**src/rtl/ld_pkg.sv**
```systemverilog
package ld_pkg;
  // Strobes from control to datapath
  typedef struct packed {
    logic loadCode;     // capture select inputs into the code register
    logic clearCode;    // synchronous clear of the code register
    logic passThrough;  // decode the live inputs instead of the register
    logic blank;        // force every line low
  } ldStrobe_t;
endpackage

```
**src/rtl/ld_ctrl.sv**
```systemverilog
module ld_ctrl
  import ld_pkg::*;
(
  input  logic       rst,
  input  logic       latchOpen,
  input  logic       blankAll,
  output ldStrobe_t  strobe
);
  always_comb begin
    strobe             = '0;
    strobe.clearCode   = rst;
    strobe.loadCode    = latchOpen && !rst;
    strobe.passThrough = latchOpen;
    strobe.blank       = blankAll;
  end
endmodule

```
**src/rtl/ld_datapath.sv**
```systemverilog
module ld_datapath
  import ld_pkg::*;
#(
  parameter int SEL_W = 4,
  localparam int OUT_W = 1 << SEL_W
) (
  input  logic             clk,
  input  ldStrobe_t        strobe,
  input  logic [SEL_W-1:0] selCode,
  output logic [OUT_W-1:0] lineOut
);
  logic [SEL_W-1:0] codeReg;
  logic [SEL_W-1:0] effCode;

  always_ff @(posedge clk) begin
    if (strobe.clearCode)
      codeReg <= '0;
    else if (strobe.loadCode)
      codeReg <= selCode;
  end

  always_comb effCode = strobe.passThrough ? selCode : codeReg;

  for (genvar g = 0; g < OUT_W; g++) begin : gLine
    assign lineOut[g] = !strobe.blank && (effCode == SEL_W'(g));
  end
endmodule

```
**src/rtl/latch_decoder.sv**
```systemverilog
module latch_decoder
  import ld_pkg::*;
#(
  parameter int SEL_W = 4,
  localparam int OUT_W = 1 << SEL_W
) (
  input  logic             clk,
  input  logic             rst,
  input  logic             latchOpen,
  input  logic             blankAll,
  input  logic [SEL_W-1:0] selCode,
  output logic [OUT_W-1:0] lineOut
);
  ldStrobe_t strobe;

  ld_ctrl ctrl (
    .rst(rst), .latchOpen(latchOpen), .blankAll(blankAll), .strobe(strobe)
  );

  ld_datapath #(.SEL_W(SEL_W)) dp (
    .clk(clk), .strobe(strobe), .selCode(selCode), .lineOut(lineOut)
  );
endmodule

```
**config.mk**
```make
export PLATFORM = sky130hd
export DESIGN_NAME = latch_decoder
export DESIGN_NICKNAME = d
export VERILOG_FILES = /design/src/rtl/ld_pkg.sv /design/src/rtl/ld_ctrl.sv /design/src/rtl/ld_datapath.sv /design/src/rtl/latch_decoder.sv
export SDC_FILE = /design/constraint.sdc
export NUM_CORES = 1
export LEC_CHECK = 0
export ABC_AREA = 1
export BUFFER_PORTS_ARGS = -buffer_cell sky130_fd_sc_hd__clkbuf_2
export CELL_PAD_IN_SITES_DETAIL_PLACEMENT = 0
export CELL_PAD_IN_SITES_GLOBAL_PLACEMENT = 1
export CORE_AREA = 2 2 47 49
export CTS_CLUSTER_SIZE = 14
export DETAILED_ROUTE_END_ITERATION = 10
export DIE_AREA = 0 0 49 51
export PLACE_DENSITY_LB_ADDON = 0.05
export SYNTH_ARGS = -nofsm -noshare
export SYNTH_HDL_FRONTEND = slang
export SYNTH_HIERARCHICAL = 1
export SYNTH_SLANG_ARGS = --single-unit
```
**constraint.sdc**
```tcl
create_clock -name clk -period 0.8 [get_ports clk]
set_input_delay 0.12 -clock clk [delete_from_list [all_inputs] [get_ports clk]]
set_output_delay 0.12 -clock clk [all_outputs]
set_load 0.01 [all_outputs]
```
==> results.py <==
metrics = {
    "clock_tree": {
        "cts_tree": "yes",
        "root_buffer": "clkbuf_4",
        "cts_buffer_depth": 2,
        "cts-buffers-inserted": 3,
        "clk_latency_ns": 0.23,
        "htree_levels": 1,
        "clkSinkCount": 4,
        "clkSlewWorstSetupHoldPaths_ns": 0.03,
        "holdBufCountCts": 0,
    },
    "power_and_ir_drop": {
        "leakage_nw": 0.393,
        "vdd_drop_max_mv": 0.791,
        "finalPower_mw": 0.809,
        "power.density_nw_per_um2": 1020,
    },
    "finish": {
        "antenna_cells": 0,
        "finalInstanceArea_um2": 795,
        "top_register": "dp/codeReg",
        "final_util": 0.385,
        "finalNonFillerCells": 137,
        "drive_above_1_share": 0.743,
        "largest_register_ffs": 4,
        "fin_nets": 119,
        "reg_top3": "dp/codeReg: 4 flops",
        "area_growth_pct": 78.9,
    },
    "logic_synthesis": {
        "avgSynthCellArea_um2": 5.62,
        "synth-xor-area-share": 0,
        "post_synth_instance_area_um2": 444,
        "synth_top_family_by_area": "simple AND/OR/NAND/NOR gates",
        "seq_area_frac_synth": 0.180,
        "syn-num-nets": 87,
        "synthMuxAreaShare": 0,
        "synthSimpleGateAreaFrac": 0.546,
        "synthAdderAreaFrac": 0,
        "syn-instance-count": 79,
        "yosysWarnings": 6,
        "synth_compound_area_frac": 0.0676,
        "ys_types": 15,
        "ys_ff_latch": 4,
        "synth_area_leaders": "nand2_1 19%, dfxtp_1 18%, nor2_1 17%",
        "yosys.area.top_type_share": 0.194,
        "yosys.area.top_type": "nand2_1",
    },
    "outcome": {
        "status": "finished with violations",
        "violations": "setup timing",
    },
    "drt": {
        "highest_layer": "met4",
        "wl_met1_um": 528,
        "routed_wl_mm": 1.17,
        "via_per_inst": 3.97,
        "dr.pass1.iters": 2,
        "drt_iter0_drc": 4,
        "wl_met3_um": 50,
        "dr_wl_met2_um": 583,
        "via_count": 544,
        "detail-route-antenna-nets": 0,
        "wire_per_inst_um": 8.54,
        "drc": 0,
    },
    "worst_setup_path": {
        "worstPathBufferInverterCount": 2,
        "path_delay_family": "simple AND/OR/NAND/NOR gates",
        "slowest_stage": "dfxtp_2",
        "start_kind": "flop",
        "r2r_end": "dp/codeReg[0]",
        "cp.depth": 6,
        "worstSetupPathType": "flop to output port",
        "path_cells": "inv_2 -> nand2_4 -> nand2_8 -> nand3_4 -> nor2_2 -> buf_2",
        "endpoint_kind": "output port",
        "crit_required_ns": 0.68,
        "endpoint": "lineOut[4]",
        "r2r_slack_ns": 0.10,
        "crit_start": "dp/codeReg[3]",
        "rr_worst_depth": 3,
        "crit_fanout": 4,
        "max_stage_delay_ns": 0.31,
        "r2r-start": "dp/codeReg[0]",
        "arrival_ns": 1.11,
    },
    "global_routing": {
        "grt_antenna_before_repair": 0,
        "grt_pass1_vias": 522,
        "grt_overflow": 0,
        "grt_start_max_net_pins": 10,
        "grt_pass1_wl_mm": 2.26,
        "grt_usage": 0.118,
    },
    "flow_run": {
        "timing.max_cap.violations": 0,
    },
    "placement": {
        "dp_hpwl_mm": 1.02,
        "place_inst": 133,
        "place_ws_ns": -0.332,
        "dpl_cell_area_um2": 656,
        "port-buffer-count": 23,
        "place_congestion": 0.687,
    },
    "floorplan": {
        "die_y_um": 51,
        "die_w_um": 49,
        "rows": 17,
        "coreArea_um2": 2060,
        "start_util": 0.215,
        "ioPinCount": 24,
        "die_area_um2": 2500,
    },
    "worst_hold_path": {
        "hp-class": "primary input to flop",
    },
    "sta": {
        "fin_crit_sh": 1.54,
        "setup_viol": 16,
        "hold_viol": 0,
        "rsz0062_at_grt": "yes",
        "timing.final.max_slew_violations": 0,
        "relSlewSlack": 0.765,
        "period_minus_slack_ns": 1.23,
        "tightest_slew_ns": 0.351,
        "fmax_mhz": 814,
        "whs_ns": 0.137,
        "skew_ns": 0,
        "fin_ws_ns": -0.429,
        "finalSetupTns_ns": -6.63,
    },
}
==> routing by layer <==
| metal | GRT usage | up-vias |
|---|---|---|
| met2 | 0.187 | 18 |
| li1 | - | 294 |
| met3 | 0.0175 | 2 |
| met5 | 0 | - |
| met1 | 0.145 | 230 |
| met4 | 0.0857 | 0 |
==> power by group <==
part	leakage, nW	internal [mW]	switching, mW
combinational	0.345	0.130	0.206
sequential	0.0344	0.217	0.0109
clock	0.0138	0.167	0.0775
total	0.393	0.514	0.295
==> synth_stat cells <==
cell / number
inv_1: 10
nand3_1: 4
nand2_2: 2
nor2_1: 20
nand2_4: 2
inv_2: 1
nor2_2: 1
inv_8: 1
dfxtp_1: 4
a211oi_1: 4
nand2_1: 23
buf_4: 3
nand3_2: 2
buf_2: 1
buf_6: 1
==> logic make-up after synthesis <==
kind of cell / Yosys count
AND/OR/NAND/NOR: 54
buffers and inverters: 17
flip-flops: 4
AO/OA/AOI/OAI: 4
==> what timing repair did <==
item / in CTS / in global routing
resized for setup: 12 / 36
endpoints found under the setup margin: 16 / 20
hold endpoints to repair: 0 / 0
pin swaps: 10 / 16
setup buffers: 1 / 0
==> cell type report <==
cell class,count,area (µm²)
sequential,4,85.1
inverter,12,55.1
fill,247,1270
clock buffer,3,22.5
multi-input combinational,58,412
tap,28,35.0
timing repair buffer,32,185
==> worst min-delay path by stage <==
stage | startpoint | end | cells past startpoint
floorplan | selCode[0] | dp/codeReg[0] | 2
global placement | selCode[3] | dp/codeReg[3] | 3
detailed placement | selCode[3] | dp/codeReg[3] | 3
CTS | selCode[3] | dp/codeReg[3] | 3
global route | selCode[3] | dp/codeReg[3] | 3
finish | selCode[3] | dp/codeReg[3] | 3
==> cells in the final DEF (no fill, tap or decap), drive strengths merged <==
cell type,count
nor2,21
nand3,6
buf,21
clkbuf,14
nand2,27
inv,12
dfxtp,4
a211oi,4
==> worst min-delay path, stage by stage <==
cell      delay (ns)
clkbuf_2        0.08
inv_1           0.06
a211oi_1        0.06
Note: power is estimated with default switching activity, not from simulation.
